==> config.mk <==
export PLATFORM = sky130hd
export DESIGN_NAME = pcm_slot_port
export DESIGN_NICKNAME = d
export VERILOG_FILES = /design/src/rtl/pcm_port_pkg.sv /design/src/rtl/pcm_frame_timer.sv /design/src/rtl/pcm_tx_path.sv /design/src/rtl/pcm_rx_path.sv /design/src/rtl/pcm_slot_port.sv
export SDC_FILE = /design/constraint.sdc
export NUM_CORES = 1
export LEC_CHECK = 0
export ABC_AREA = 1
export CORE_ASPECT_RATIO = 2
export CORE_MARGIN = 3
export CORE_UTILIZATION = 48
export DETAILED_ROUTE_END_ITERATION = 8
export GPL_ROUTABILITY_DRIVEN = 0
export PLACE_DENSITY = 0.75
export SLEW_MARGIN = 20
export SYNTH_ARGS = -nofsm -noshare
export SYNTH_HDL_FRONTEND = slang
export SYNTH_SLANG_ARGS = --single-unit
==> constraint.sdc <==
create_clock -name clk -period 3.2 [get_ports clk]
set_input_delay 0.96 -clock clk [delete_from_list [all_inputs] [get_ports clk]]
set_output_delay 0.96 -clock clk [all_outputs]
set_load 0.01 [all_outputs]
==> src/rtl/pcm_port_pkg.sv <==
package pcm_port_pkg;
  localparam int SLOT_BITS = 8;
  localparam int GAP_BITS  = 2;

  typedef enum logic {TM_EDGE = 1'b0, TM_EARLY = 1'b1} fs_timing_t;

  // first frame bit of the chosen slot
  function automatic int slot_first(logic second, logic gap);
    int f;
    f = 0;
    if (second) f = SLOT_BITS + (gap ? GAP_BITS : 0);
    return f;
  endfunction

  // position inside the slot, negative or >= SLOT_BITS when outside
  function automatic int slot_rel(int bitpos, logic second, logic gap);
    return bitpos - slot_first(second, gap);
  endfunction

  function automatic logic slot_hit(int rel);
    return (rel >= 0) && (rel < SLOT_BITS);
  endfunction
endpackage

==> src/rtl/pcm_frame_timer.sv <==
module pcm_frame_timer
  import pcm_port_pkg::*;
#(
  parameter int CNT_W = 8
) (
  input  logic             clk,
  input  logic             rst,
  input  logic             fs,
  input  logic             dly_mode,
  input  logic             pwr_up,
  output logic             frame_start,
  output logic [CNT_W-1:0] cnt_q,
  output logic [CNT_W-1:0] cnt_nxt,
  output logic             armed_nxt
);
  localparam logic [CNT_W-1:0] CNT_MAX = {CNT_W{1'b1}};
  localparam int               ARM_AT  = 2;

  fs_timing_t tmode;
  logic fs_p, fs_p_d, fs_n, fs_n_d;
  logic [1:0] fcnt_q, fcnt_nxt;

  assign tmode = fs_timing_t'(dly_mode);

  always_ff @(posedge clk) begin
    if (rst) begin
      fs_p   <= 1'b0;
      fs_p_d <= 1'b0;
    end else begin
      fs_p   <= fs;
      fs_p_d <= fs_p;
    end
  end

  always_ff @(negedge clk) begin
    if (rst) begin
      fs_n   <= 1'b0;
      fs_n_d <= 1'b0;
    end else begin
      fs_n   <= fs;
      fs_n_d <= fs_n;
    end
  end

  always_comb begin
    if (tmode == TM_EARLY) frame_start = fs_n & ~fs_n_d;
    else                   frame_start = fs_p & ~fs_p_d;
  end

  always_comb begin
    if (frame_start)         cnt_nxt = '0;
    else if (cnt_q == CNT_MAX) cnt_nxt = CNT_MAX;
    else                     cnt_nxt = cnt_q + 1'b1;
  end

  always_comb begin
    if (!pwr_up)                                      fcnt_nxt = 2'd0;
    else if (frame_start && (int'(fcnt_q) < ARM_AT))  fcnt_nxt = fcnt_q + 2'd1;
    else                                              fcnt_nxt = fcnt_q;
  end
  assign armed_nxt = (int'(fcnt_nxt) >= ARM_AT);

  always_ff @(posedge clk) begin
    if (rst) begin
      cnt_q  <= CNT_MAX;
      fcnt_q <= 2'd0;
    end else begin
      cnt_q  <= cnt_nxt;
      fcnt_q <= fcnt_nxt;
    end
  end

  // a held frame sync never yields two starts in a row
  single_start_chk: assert property (@(posedge clk) disable iff (rst)
    frame_start |=> !frame_start);

  // every start places the counter at frame bit 0 on the next edge
  cnt_restart_chk: assert property (@(posedge clk) disable iff (rst)
    frame_start |=> (cnt_q == '0));
endmodule

==> src/rtl/pcm_tx_path.sv <==
module pcm_tx_path
  import pcm_port_pkg::*;
#(
  parameter int CNT_W = 8,
  parameter int DW    = 8
) (
  input  logic             clk,
  input  logic             rst,
  input  logic             frame_start,
  input  logic [CNT_W-1:0] cnt_nxt,
  input  logic             armed_nxt,
  input  logic             pwr_up,
  input  logic             xfer_en,
  input  logic             sel_b2,
  input  logic             fmt_gap,
  input  logic [DW-1:0]    voice_tx,
  input  logic             sub_wr,
  input  logic [DW-1:0]    sub_byte,
  output logic             tx_dat,
  output logic             tx_oe
);
  logic [DW-1:0] held_q, sub_q, src, cur;
  logic          sub_pend;
  int            rel;
  logic          hit, oe_n;
  logic [2:0]    idx;

  assign src = sub_pend ? sub_q : voice_tx;
  assign cur = frame_start ? src : held_q;

  always_comb begin
    rel  = slot_rel(int'(cnt_nxt), sel_b2, fmt_gap);
    hit  = slot_hit(rel);
    idx  = ~rel[2:0];
    oe_n = hit & xfer_en & pwr_up & armed_nxt;
  end

  always_ff @(posedge clk) begin
    if (rst) begin
      held_q   <= '0;
      sub_q    <= '0;
      sub_pend <= 1'b0;
      tx_oe    <= 1'b0;
      tx_dat   <= 1'b0;
    end else begin
      if (frame_start) held_q <= src;
      if (sub_wr) sub_q <= sub_byte;
      sub_pend <= sub_wr | (sub_pend & ~frame_start);
      tx_oe    <= oe_n;
      tx_dat   <= oe_n & cur[idx];
    end
  end

  // no drive on the edge after power is seen off
  pwr_hold_chk: assert property (@(posedge clk) disable iff (rst)
    !pwr_up |=> !tx_oe);

  // a start without a new write consumes the substitution
  sub_once_chk: assert property (@(posedge clk) disable iff (rst)
    (frame_start && !sub_wr) |=> !sub_pend);
endmodule

==> src/rtl/pcm_rx_path.sv <==
module pcm_rx_path
  import pcm_port_pkg::*;
#(
  parameter int CNT_W = 8,
  parameter int DW    = 8
) (
  input  logic             clk,
  input  logic             rst,
  input  logic [CNT_W-1:0] cnt_q,
  input  logic             sel_b2,
  input  logic             fmt_gap,
  input  logic             xfer_en,
  input  logic             pwr_up,
  input  logic             rx_pin,
  output logic [DW-1:0]    rx_byte,
  output logic             rx_valid
);
  logic          rx_s;
  logic [DW-1:0] sh_q;
  int            rel;
  logic          take, last;

  always_ff @(negedge clk) begin
    if (rst) rx_s <= 1'b0;
    else     rx_s <= rx_pin;
  end

  always_comb begin
    rel  = slot_rel(int'(cnt_q), sel_b2, fmt_gap);
    take = slot_hit(rel) & xfer_en & pwr_up;
    last = take & (rel == SLOT_BITS - 1);
  end

  always_ff @(posedge clk) begin
    if (rst) begin
      sh_q     <= '0;
      rx_byte  <= '0;
      rx_valid <= 1'b0;
    end else begin
      if (take) sh_q <= {sh_q[DW-2:0], rx_s};
      if (last) rx_byte <= {sh_q[DW-2:0], rx_s};
      rx_valid <= last;
    end
  end

  // the strobe lasts one cycle
  rx_pulse_chk: assert property (@(posedge clk) disable iff (rst)
    rx_valid |=> !rx_valid);

  // the byte only changes together with the strobe
  rx_hold_chk: assert property (@(posedge clk) disable iff (rst)
    !rx_valid |-> $stable(rx_byte));
endmodule

==> src/rtl/pcm_slot_port.sv <==
module pcm_slot_port #(
  parameter int CNT_W = 8,
  parameter int DW    = 8
) (
  input  logic          clk,
  input  logic          rst,
  input  logic          pwr_up,
  input  logic          fs,
  input  logic          dly_mode,
  input  logic          fmt_gap,
  input  logic          sel_b2,
  input  logic          xfer_en,
  input  logic [DW-1:0] voice_tx,
  input  logic          sub_wr,
  input  logic [DW-1:0] sub_byte,
  input  logic          rx_pin,
  output logic          tx_dat,
  output logic          tx_oe,
  output logic [DW-1:0] rx_byte,
  output logic          rx_valid
);
  logic             frame_start, armed_nxt;
  logic [CNT_W-1:0] cnt_q, cnt_nxt;

  pcm_frame_timer #(.CNT_W(CNT_W)) u_timer (
    .clk(clk), .rst(rst), .fs(fs), .dly_mode(dly_mode), .pwr_up(pwr_up),
    .frame_start(frame_start), .cnt_q(cnt_q), .cnt_nxt(cnt_nxt),
    .armed_nxt(armed_nxt)
  );

  pcm_tx_path #(.CNT_W(CNT_W), .DW(DW)) u_tx (
    .clk(clk), .rst(rst), .frame_start(frame_start), .cnt_nxt(cnt_nxt),
    .armed_nxt(armed_nxt), .pwr_up(pwr_up), .xfer_en(xfer_en),
    .sel_b2(sel_b2), .fmt_gap(fmt_gap), .voice_tx(voice_tx),
    .sub_wr(sub_wr), .sub_byte(sub_byte), .tx_dat(tx_dat), .tx_oe(tx_oe)
  );

  pcm_rx_path #(.CNT_W(CNT_W), .DW(DW)) u_rx (
    .clk(clk), .rst(rst), .cnt_q(cnt_q), .sel_b2(sel_b2), .fmt_gap(fmt_gap),
    .xfer_en(xfer_en), .pwr_up(pwr_up), .rx_pin(rx_pin),
    .rx_byte(rx_byte), .rx_valid(rx_valid)
  );

  // drive only follows an enabled cycle
  tx_enable_chk: assert property (@(posedge clk) disable iff (rst)
    tx_oe |-> $past(xfer_en));

  // data is quiet while not driving
  tx_quiet_chk: assert property (@(posedge clk) disable iff (rst)
    !tx_oe |-> !tx_dat);
endmodule

==> impl_metrics.tcl <==
set metrics [dict create \
    status "complete, but fails checks" \
    failed_checks "negative setup slack" \
    grt_max_degree 20 \
    coreArea_um2 4690 \
    yosysWarnings 0 \
    drive_gt1_share_pct 21.1 \
    hpwl_mm 4.00 \
    critPathMaxFanout 3 \
    finalSetupViolCount 2 \
    die_x_um 55.6 \
    wl_mm 5.27 \
    slew_headroom_pct 64.6 \
    synth_xor_area_share_pct 1.11 \
    hold_start "u_timer.fs_p" \
    total_power_uw 1980 \
    cp_common_cell "nand2_2" \
    drc 0 \
    max_stage_delay_ps 310 \
    ir_drop_mv 0.385 \
    arrival_ps 3930 \
    insertion_delay_ps 350 \
    syn_area_per_cell_um2 7.39 \
    wl_per_cell_um 12.0 \
    track_usage_pct 19.2 \
    nFillCells 400 \
    synth_top_family_by_area "simple AND/OR/NAND/NOR gates" \
    synth_async_sr_flop_share_pct 0 \
    synth_ff_type "dfxtp_1" \
    crit_chain "inv_2 -> nand3_2 -> nand2_2 -> inv_4 -> o21ai_2 -> ha_2 -> ha_4 -> inv_2 -> nand2_2 -> nand4_1 -> a21oi_2 -> ha_1 -> nand4_1 -> nor3_1 -> nand2_1 -> a21oi_2 -> nand2_2 -> nor2_2" \
    dr.pass1.iters 4 \
    reg2reg_from "u_timer.fs_n_d" \
    clkSlewWorstSetupHoldPaths_ps 90 \
    slowest_stage "dfxtp_2" \
    rsz0062_at_grt "yes" \
    nNetsFinal 418 \
    synth_compound_area_share_pct 17.2 \
    postSynthCellCount 320 \
    viasPerCell 5.02 \
    antenna_found_initial 0 \
    cp-startpoint "u_timer.fs_n_d" \
    dp_cells 425 \
    power_density_nw_per_um2 623 \
    area_growth_syn_to_layout_pct 34.1 \
    antennaDiodeCount 0 \
    cts_tree "yes" \
    ys_seq_elements 50 \
    endpoint_kind "flip-flop" \
    drtIter0Drc 46 \
    first_global_vias 2197 \
    leakage_uw 0.00148 \
    dieArea_um2 5860 \
    rows 35 \
    final_cells 439 \
    grt_first_pass_wirelength_mm 9.03 \
    yosys.area_share.adder_pct 4.76 \
    seq_area_um2 1000 \
    hp-class "reg2reg" \
    synth_enable_flop_cells 0 \
    vias 2205 \
    clockRootBuffer "clkbuf_8" \
    initial_core_util_pct 50.5 \
    finalHoldViolCount 0 \
    worst_pin_slew_ps 524 \
    yosys.area_share.simple_pct 23.8 \
    setup_slack_ps -477 \
    startpoint_type "flip-flop" \
    ioPinCount 37 \
    antenna_left 0 \
    drv_slew 0 \
    grt_overflow 0 \
    fp.dieH_um 105 \
    syn_nets 355 \
    htree_levels 2 \
    worstSetupPathType "reg2reg" \
    cts_buffers 5 \
    fin_skew_ps 57.8 \
    maxCapViolations 0 \
    clock_path_buffers 2 \
    synth.distinct_cells 32 \
    synth_mux_area_share_pct 0.423 \
    io_buffers 36 \
    multiInputGateArea_um2 1180 \
    synthesis.area_um2 2360 \
    required_ps 3460 \
    clock-sinks 50 \
    ys_seq_area_share_pct 42.3 \
]
## logic make-up (layout without fill, tap and decap cells)
| group | Yosys count | in the layout |
|---|---|---|
| compound gates | 73 | 73 |
| xor+xnor | 3 | 3 |
| fa+ha+maj | 9 | 9 |
| buf+inv | 62 | 126 |
| flops | 50 | 50 |
| mux | 1 | 1 |
| simple gates | 122 | 122 |
## worst max-delay path, delay by kind of cell (launching register included)
family	cells	cell delay [ps]
fa+ha+maj	3	630
buf+inv	3	150
simple gates	9	700
flops	1	310
compound gates	3	210
## timing repair
action | 4_1_cts | 5_1_grt
gates resized for setup | 3 | 13
hold buffers | 0 | 0
pin swaps | 1 | 6
buffers inserted | 2 | 2
setup endpoints to repair | 5 | 18
## stage by stage
stage               cell area [um^2]  TNS, ps  utilization (%)  setup slack [ps]  hold WS [ps]
floorplan                       2390    -1120                -              -571           403
detailed placement              2950    -5550             62.9              -446           414
global route                    3170    -1310             67.7              -662           446
global placement                2950    -5100             62.9              -413           412
CTS                             3110     -930             66.4              -476           429
finish                          3170     -930             67.7              -477           426
## layout by cell type, fill, tap and decap left out, drive strengths merged, types with 2 or more instances in the layout
master,instances
a21oi,29
nor2,33
or2,2
xnor2,2
o21ai,35
ha,9
a211oi,5
dfxtp,50
clkdlybuf4s50,35
nand4,5
nand3,16
nand2,64
inv,54
buf,28
clkbuf,7
o211ai,2
## routing by layer
metal / GRT usage (%) / vias to the layer above / wire, um
met5: 0 / - / 0
met2: 36.9 / 41 / 2950
met3: 2.57 / 15 / 123
met1: 18.9 / 1000 / 1990
li1: - / 1149 / -
met4: 10.6 / 0 / 211
## registers in the layout, indices dropped and copies added, names as in the netlist
| name | cells |
|---|---|
| u_rx.rx_byte | 8 |
| u_rx.rx_s | 1 |
| u_rx.rx_valid | 1 |
| u_rx.sh_q | 7 |
| u_timer.cnt_q | 8 |
| u_timer.fcnt_q | 2 |
| u_timer.fs_n | 1 |
| u_timer.fs_n_d | 1 |
| u_timer.fs_p | 1 |
| u_timer.fs_p_d | 1 |
| u_tx.held_q | 8 |
| u_tx.sub_pend | 1 |
| u_tx.sub_q | 8 |
| u_tx.tx_dat | 1 |
| u_tx.tx_oe | 1 |
## power by group
group          internal [uW]  total [uW]  switching, uW
Sequential               670         717           46.5
Combinational            337         738            401
Clock                    307         522            215
## final cells by class
cell class / count / share of cell area (%)
inverter: 51 / 6.12
clock inverter: 4 / 1.30
timing repair buffer: 64 / 18.1
multi-input combinational: 208 / 37.3
tap: 55 / 2.17
clock buffer: 7 / 3.39
sequential: 50 / 31.6
## cell usage after synthesis, drive strengths merged, types with 2 or more instances
| master | number | share of area (%) |
|---|---|---|
| nand4 | 5 | 1.3 |
| or2 | 2 | 0.53 |
| nand2 | 64 | 12 |
| a211oi | 5 | 1.6 |
| nand3 | 16 | 4.0 |
| a21oi | 29 | 6.8 |
| xnor2 | 2 | 0.74 |
| inv | 51 | 8.1 |
| ha | 9 | 4.8 |
| clkbuf | 6 | 0.95 |
| dfxtp | 50 | 42 |
| o21ai | 35 | 7.4 |
| nor2 | 33 | 5.8 |
| o211ai | 2 | 0.63 |
| buf | 4 | 1.2 |
## path summary, 6_finish.rpt
check / end / slack [ps] / cells after the start
setup / recovery: u_tx.tx_dat / -480 / 18
hold reg to reg: u_timer.fs_p_d / 430 / 2
setup reg to reg: u_tx.tx_dat / -480 / 18
hold / removal: u_timer.fs_p_d / 430 / 2
Power figures use the tool's default switching activity.
